File: src/rtl/tmr_reg_pkg.sv
package tmr_reg_pkg;
  localparam int COPIES = 3;

  typedef struct packed {
    logic clear;
    logic load;
    logic inject;
  } tmrStrobe_t;
endpackage

File: src/rtl/tmr_reg_ctrl.sv
module tmr_reg_ctrl
  import tmr_reg_pkg::*;
#(
  parameter int WIDTH = 8,
  localparam int MASKW = COPIES * WIDTH
) (
  input  logic             rst,
  input  logic             loadEn,
  input  logic [MASKW-1:0] injMask,
  output tmrStrobe_t       strobe,
  output logic [MASKW-1:0] injGated
);
  // Reset outranks everything; injection is masked while clearing.
  always_comb begin
    strobe.clear  = rst;
    strobe.load   = loadEn & ~rst;
    strobe.inject = ~rst & (|injMask);
    injGated      = strobe.inject ? injMask : '0;
  end
endmodule

File: src/rtl/tmr_reg_voter.sv
module tmr_reg_voter #(
  parameter int WIDTH = 8
) (
  input  logic [WIDTH-1:0] copyA,
  input  logic [WIDTH-1:0] copyB,
  input  logic [WIDTH-1:0] copyC,
  output logic [WIDTH-1:0] voted,
  output logic [WIDTH-1:0] disagree
);
  // Per bit: copies A and B act as selects; C is passed only when they differ.
  for (genvar i = 0; i < WIDTH; i++) begin : g_bit
    always_comb begin
      case ({copyA[i], copyB[i]})
        2'b00:   voted[i] = 1'b0;
        2'b11:   voted[i] = 1'b1;
        default: voted[i] = copyC[i];
      endcase
      disagree[i] = (copyA[i] ^ copyB[i]) | (copyA[i] ^ copyC[i]);
    end
  end
endmodule

File: src/rtl/tmr_reg_datapath.sv
module tmr_reg_datapath
  import tmr_reg_pkg::*;
#(
  parameter int WIDTH = 8,
  localparam int MASKW = COPIES * WIDTH
) (
  input  logic             clk,
  input  tmrStrobe_t       strobe,
  input  logic [WIDTH-1:0] dataIn,
  input  logic [MASKW-1:0] injMask,
  output logic [WIDTH-1:0] dataOut,
  output logic [WIDTH-1:0] mismatch,
  output logic             errFlag
);
  logic [COPIES-1:0][WIDTH-1:0] copyQ;
  logic [WIDTH-1:0]             votedVal;

  // One storage lane per copy; each lane picks its own next value.
  for (genvar c = 0; c < COPIES; c++) begin : g_copy
    logic [WIDTH-1:0] laneQ;
    logic [WIDTH-1:0] laneNext;
    logic [WIDTH-1:0] laneFlip;

    always_comb begin
      laneFlip = strobe.inject ? injMask[c*WIDTH +: WIDTH] : '0;
      laneNext = (strobe.load ? dataIn : votedVal) ^ laneFlip;
    end

    always_ff @(posedge clk) begin
      if (strobe.clear) laneQ <= '0;
      else              laneQ <= laneNext;
    end

    assign copyQ[c] = laneQ;
  end

  tmr_reg_voter #(.WIDTH(WIDTH)) u_voter (
    .copyA   (copyQ[0]),
    .copyB   (copyQ[1]),
    .copyC   (copyQ[2]),
    .voted   (votedVal),
    .disagree(mismatch)
  );

  assign dataOut = votedVal;
  assign errFlag = |mismatch;
endmodule

File: src/rtl/tmr_reg_top.sv
module tmr_reg_top
  import tmr_reg_pkg::*;
#(
  parameter int WIDTH = 8
) (
  input  logic                    clk,
  input  logic                    rst,
  input  logic                    loadEn,
  input  logic [WIDTH-1:0]        dataIn,
  input  logic [3*WIDTH-1:0]      injMask,
  output logic [WIDTH-1:0]        dataOut,
  output logic [WIDTH-1:0]        mismatch,
  output logic                    errFlag
);
  tmrStrobe_t               strobe;
  logic [COPIES*WIDTH-1:0]  injGated;

  tmr_reg_ctrl #(.WIDTH(WIDTH)) u_ctrl (
    .rst     (rst),
    .loadEn  (loadEn),
    .injMask (injMask),
    .strobe  (strobe),
    .injGated(injGated)
  );

  tmr_reg_datapath #(.WIDTH(WIDTH)) u_dp (
    .clk     (clk),
    .strobe  (strobe),
    .dataIn  (dataIn),
    .injMask (injGated),
    .dataOut (dataOut),
    .mismatch(mismatch),
    .errFlag (errFlag)
  );
endmodule

File: config.mk
export PLATFORM = sky130hd
export DESIGN_NAME = tmr_reg_top
export DESIGN_NICKNAME = d
export VERILOG_FILES = /design/src/rtl/tmr_reg_pkg.sv /design/src/rtl/tmr_reg_ctrl.sv /design/src/rtl/tmr_reg_voter.sv /design/src/rtl/tmr_reg_datapath.sv /design/src/rtl/tmr_reg_top.sv
export SDC_FILE = /design/constraint.sdc
export NUM_CORES = 1
export LEC_CHECK = 0
export CAP_MARGIN = 15
export CELL_PAD_IN_SITES_DETAIL_PLACEMENT = 1
export CELL_PAD_IN_SITES_GLOBAL_PLACEMENT = 1
export CORE_ASPECT_RATIO = 1.2
export CORE_MARGIN = 2
export CORE_UTILIZATION = 39
export CTS_BUF_LIST = sky130_fd_sc_hd__clkbuf_16
export CTS_CLUSTER_SIZE = 28
export DETAILED_ROUTE_END_ITERATION = 10
export GPL_TIMING_DRIVEN = 0
export PLACE_DENSITY_LB_ADDON = 0.08
export RECOVER_POWER = 100
export SLEW_MARGIN = 20
export SYNTH_ARGS = -nofsm -noshare
export SYNTH_HDL_FRONTEND = slang
export SYNTH_HIERARCHICAL = 1
export SYNTH_SLANG_ARGS = --single-unit
File: constraint.sdc
create_clock -name clk -period 3 [get_ports clk]
set_input_delay 0.3 -clock clk [delete_from_list [all_inputs] [get_ports clk]]
set_output_delay 0.3 -clock clk [all_outputs]
set_load 0.005 [all_outputs]
* After elaboration in Yosys (flattened, before gate mapping)
Index checks and enable logic that the tools add are counted.
** Word-level totals
- Input bits :: 35
- Logic and storage cells :: 63
- Register bits :: 24
- Output and inout bits :: 17
** Cells by class
- Reduce and logical (&&, ||, !) cells :: 10
- Equality and inequality tests :: 8
- Bitwise logic cells :: 30
- Mux-type cells :: 12
** Operators with widths (number)
- $mux W8 :: 4
- $reduce_or A24 Y1 :: 1
- $xor A8 B8 Y8 :: 3
- $eq A2 B2 Y1 const B :: 8
- $logic_not A2 Y1 :: 8
- $pmux W1 S2 :: 8
- $xor A1 B1 Y1 :: 16
- $or A1 B1 Y1 :: 8
- $reduce_or A8 Y1 :: 1
- $and A1 B1 Y1 :: 2
- $not A1 Y1 :: 1

* Longest topological paths before layout
Gate-level depths: netlist of run 1.
- Word-level depth :: 4
- Mapped depth :: 7
- Mapped depth without buffers :: 5

* Hierarchy
Netlist of run 1, hierarchy kept.
** Modules (own cells, without submodules)
- tmr_reg_datapath :: area each 1239.9 um^2, seq. area each 480.5 um^2, times used 1, cells each 118
- tmr_reg_voter :: area each 340.3 um^2, seq. area each 0.0 um^2, times used 1, cells each 32
- tmr_reg_ctrl :: area each 231.5 um^2, seq. area each 0.0 um^2, times used 1, cells each 36

* Worst setup path before layout of run 1
Ideal clock, no wire load.
- Path kind :: reg-to-reg
- Start point :: register u_dp.g_copy[0].laneQ[1]
- End point :: register u_dp.g_copy[0].laneQ[1]
- Data required time :: 2.879 ns
- Setup slack :: 1.380 ns
- Library setup time :: 0.121 ns
- Data arrival time :: 1.499 ns
- Period minus slack after synthesis :: 1.620 ns
- Path buffers :: 0
- Stages on the path, launching flop included :: 5
- Cell sequence :: dfxtp_1 ha_1 mux2_4 mux2i_1 mux2_2
** On the way
- Cells in the longest elaborated chain, start to end :: 4
- Elaborated cells between the ends (all ways) :: 5
- Those cells by class :: eq/ne (1); mux (2); bitwise (1); reduce/logical (1)
** RTL lines
- start, declared :: line tmr_reg_datapath.sv:20 : logic [WIDTH-1:0] laneQ;
- start signal, assigned :: line tmr_reg_datapath.sv:31 : else laneQ <= laneNext;
- $eq A2 B2 Y1 / $logic_not A2 Y1 (equally long branches) :: line tmr_reg_voter.sv:13 : case ({copyA[i], copyB[i]})
- $pmux W1 S2 * :: line tmr_reg_voter.sv:13
- via dataOut[1] :: line tmr_reg_top.sv:11 : output logic [WIDTH-1:0] dataOut,
- $mux W8 * :: line tmr_reg_datapath.sv:26 : laneNext = (strobe.load ? dataIn : votedVal) ^ laneFlip;
- $xor A8 B8 Y8 * :: line tmr_reg_datapath.sv:26
Mark *: on every way through the listed nets, which the timed path passes. The rest lies on a longest branch.
A chain may end at the register's enable or synchronous reset.

* Worst setup path in the final report of run 1
- Start point :: register u_dp.g_copy[0].laneQ[4]
- End point :: output port errFlag
** On the way
- Cells in the longest elaborated chain, start to end :: 3
- Elaborated cells between the ends (all ways) :: 4
- Those cells by class :: bitwise (3); reduce/logical (1)
** RTL lines
- $xor A1 B1 Y1 :: line tmr_reg_voter.sv:18 : disagree[i] = (copyA[i] ^ copyB[i]) | (copyA[i] ^ copyC[i]);
- $or A1 B1 Y1 * :: line tmr_reg_voter.sv:18
- $reduce_or A8 Y1 * :: line tmr_reg_datapath.sv:46 : assign errFlag = |mismatch;
- end, declared :: line tmr_reg_top.sv:13 : output logic errFlag
Every way passes the cells marked *; elsewhere a longest branch is shown, timed or not.

==> flow_summary.toml, run 1 <==
[run_status]
outcome = "completed"

[critical_path]
path_class = "reg -> out"
crit_path_max_incr_delay_ps = 590
cp_cell_sequence = "ha_1 > nand2b_1 > nor4_1 > nand2_1 > dlygate4sd3_1"
r2r_end = "u_dp/g_copy[2].laneQ[3]$_SDFF_PP0_"
end_kind = "output port"
reg2reg_slack_ps = 1190
critPathLaunchType = "flip-flop"
r2r-start = "u_dp/g_copy[0].laneQ[3]$_SDFF_PP0_"
required_ps = 2700
crit_arrival_ps = 2330
critPathMaxFanout = 2
worst_path_max_delay_cell = "dlygate4sd3_1"
worstRegToRegCells = 4

[synth]
synthMuxAreaShare_pct = 26.0
syn_avg_cell_area_sq_um = 9.74
ys.warnings.count = 6
syn-instance-count = 186
synth_compound_area_share_pct = 6.98
yosysTopAreaCell = "dfxtp_1"
yosys.area_share.simple_pct = 26.6
ys_types = 20
syn_area_sq_um = 1810
synthAdderAreaFrac_pct = 5.52
ys_top_cells_by_area = "dfxtp_1 27%, mux2_2 15%, and3b_1 12%, nor2b_1 8.3%, a21oi_1 6.6%"
synth.yosys.seq_area_share_pct = 26.5
ys_ff_latch = 24
synth_top_family_by_area = "simple AND/OR/NAND/NOR gates"
synth-xor-area-share_pct = 3.87
synth_top_area_share_pct = 26.5
synth_nets = 229

[sta]
fin_crit_ps = 2630
hold_viol = 0
setup_ws_ps = 373
slew_violations = 0
clock.fmax_mhz = 381
final.setup.tns_ps = 0
worst_pin_slew_ps = 531
setup_viol = 0
finClkSkew_ps = 0.470
timing.final.crit_share_pct = 87.6
rsz0062_at_grt = "false"
slew_headroom_pct = 64.2

[detailed_routing]
viasPerCell = 5.39
vias = 1613
drt-initial-drc-count = 48
postRouteAntennaNets = 0
wl_per_cell_um = 18.1
drt-pass1-iter-count = 4
routed_wl_mm = 5.43
drc_errors = 0

[placement]
pre_cts_ws_ps = 589
numPortBuffers = 51
gp_congestion = 0.847
dpl.hpwl_mm = 4.32

[layout]
largest_reg_flops = 24
syn2layout_area_growth_pct = 36.3
layout-drive-gt1-share_pct = 18.7
final_core_util_pct = 54.5
antenna_cells = 0
reg_top3 = "u_dp/g_copy.laneQ (24)"
top_register = "u_dp/g_copy.laneQ"
layout.nets = 285

[grt]
grt-busiest-layer = "met2"
track_usage_pct = 22.3
grt_pass1_wl_mm = 8.91
met2_usage_pct = 41.6
met3_usage_pct = 1.86
antenna_found_initial = 0
grt_pass1_vias = 1843
grtUsageMet1_pct = 26.6
gr-total-overflow = 0
grt_max_degree = 14

[clock_tree]
clkSinkCount = 24
clock_latency_ps = 250
cts_made_buffers = 3
cts.hold.buffers_added = 0
cts_resized = 0
tritoncts = "built"
path_clk_slew_ps = 60
cts_root_buffer = "clkbuf_16"
clockBufferDepth = 2
cts_setup_buffers = 0
htreeDepth = 1

[floorplanning]
initial_core_util_pct = 40.0
pin_count = 52
dieWidth_um = 66.2
fp.dieArea_sq_um = 5210
core_area_sq_um = 4530
rows = 27
die_h_um = 78.7

[pwr]
p_leak_nw = 1.13
power_density_nw_per_um2 = 373
vdd.ir_drop.worst_mv = 0.159
finalPower_w = 0.000922

[min_path]
holdPathEnd = "u_dp/g_copy[0].laneQ[0]$_SDFF_PP0_"
min-delay-start = "u_dp/g_copy[2].laneQ[0]$_SDFF_PP0_"
min_path_type = "reg -> reg"
hold_depth = 3

[flow_run]
cap_violations = 0
## cell families (layout without fill, tap and decap cells)
kind of cell / Yosys count / in the layout
xor+xnor: 8 / 8
mux: 40 / 40
compound gates: 25 / 25
fa+ha+maj: 8 / 8
simple gates: 67 / 67
flops: 24 / 24
buf+inv: 14 / 69
## cells in the mapped netlist (all sizes together)
library cell,count
nand2,1
ha,8
a31oi,1
nand2b,8
nor4,8
buf,10
dfxtp,24
nor2b,25
mux2,32
a21oi,24
and4,1
mux2i,8
clkbuf,4
xnor2,8
and3b,24
## critical path: cells and delay by family, from the launching register on
kind                     cells  cell delay [ps]
AND/OR/NAND/NOR              3              810
flip-flops                   1              330
adder cells (fa/ha/maj)      1              340
buffers and inverters        1              590
## final cells by class
type                            count  area [sq um]
Clock buffer                        3          75.1
Clock inverter                      1          3.75
Fill cell                         530          2060
Multi-Input combinational cell    148          1250
Tap cell                           58          72.6
Sequential cell                    24           480
Buffer                             14          77.6
Timing Repair Buffer               51           510
## how the worst max path moves through the flow
| stage | startpoint | to | slack (ps) | depth (start not counted) |
|---|---|---|---|---|
| floorplan | u_dp/g_copy[0].laneQ[1]$_SDFF_PP0_ | u_dp/g_copy[0].laneQ[1]$_SDFF_PP0_ | 1380 | 4 |
| global placement | injMask[0] | u_dp/g_copy[1].laneQ[0]$_SDFF_PP0_ | 650 | 7 |
| detailed placement | rst | u_dp/g_copy[2].laneQ[3]$_SDFF_PP0_ | 590 | 7 |
| CTS | u_dp/g_copy[0].laneQ[4]$_SDFF_PP0_ | errFlag | 480 | 5 |
| global route | u_dp/g_copy[0].laneQ[4]$_SDFF_PP0_ | errFlag | 340 | 5 |
| finish | u_dp/g_copy[0].laneQ[4]$_SDFF_PP0_ | errFlag | 370 | 5 |
## metal layers
metal | vias to the layer above | routed length, um
li1 | 781 | -
met1 | 783 | 2340
met2 | 43 | 2830
met3 | 6 | 211
met4 | 0 | 47
met5 | - | 0
## power breakdown
part,total [W],internal [W],switching (W)
logic,0.000284,0.000164,0.000121
registers,0.000353,0.000340,0.0000128
clock network,0.000284,0.000178,0.000107
total,0.000922,0.000681,0.000240
## placed cells by master (no fill, tap or decap)
| master | n |
|---|---|
| a21oi_1 | 24 |
| buf_6 | 1 |
| clkbuf_2 | 1 |
| xnor2_1 | 8 |
| mux2_4 | 8 |
| mux2i_1 | 8 |
| and3b_1 | 24 |
| ha_1 | 8 |
| buf_4 | 3 |
| dlygate4sd3_1 | 18 |
| buf_2 | 4 |
| and4_1 | 1 |
| clkinv_1 | 1 |
| nor2b_1 | 24 |
| nor2b_2 | 1 |
| dfxtp_1 | 24 |
| nand2_1 | 1 |
| clkdlybuf4s50_1 | 33 |
| clkbuf_1 | 5 |
| mux2_2 | 24 |
| nor4_1 | 8 |
| a31oi_1 | 1 |
| nand2b_1 | 8 |
| clkbuf_16 | 3 |
## per-stage QoR
stage	hold WS, ps	instance area (sq um)	instances
floorplan	612	1810	186
global placement	843	2390	295
detailed placement	874	2390	295
CTS	885	2470	299
global route	896	2470	299
finish	881	2470	299
(Power assumes the default switching activity.)
==> run 2, diff against run 1 <==
CAP_MARGIN = 20   (was 15)
==> results of run 2 <==
Same layout as run 1: the final DEF is identical, and so are final timing and power.
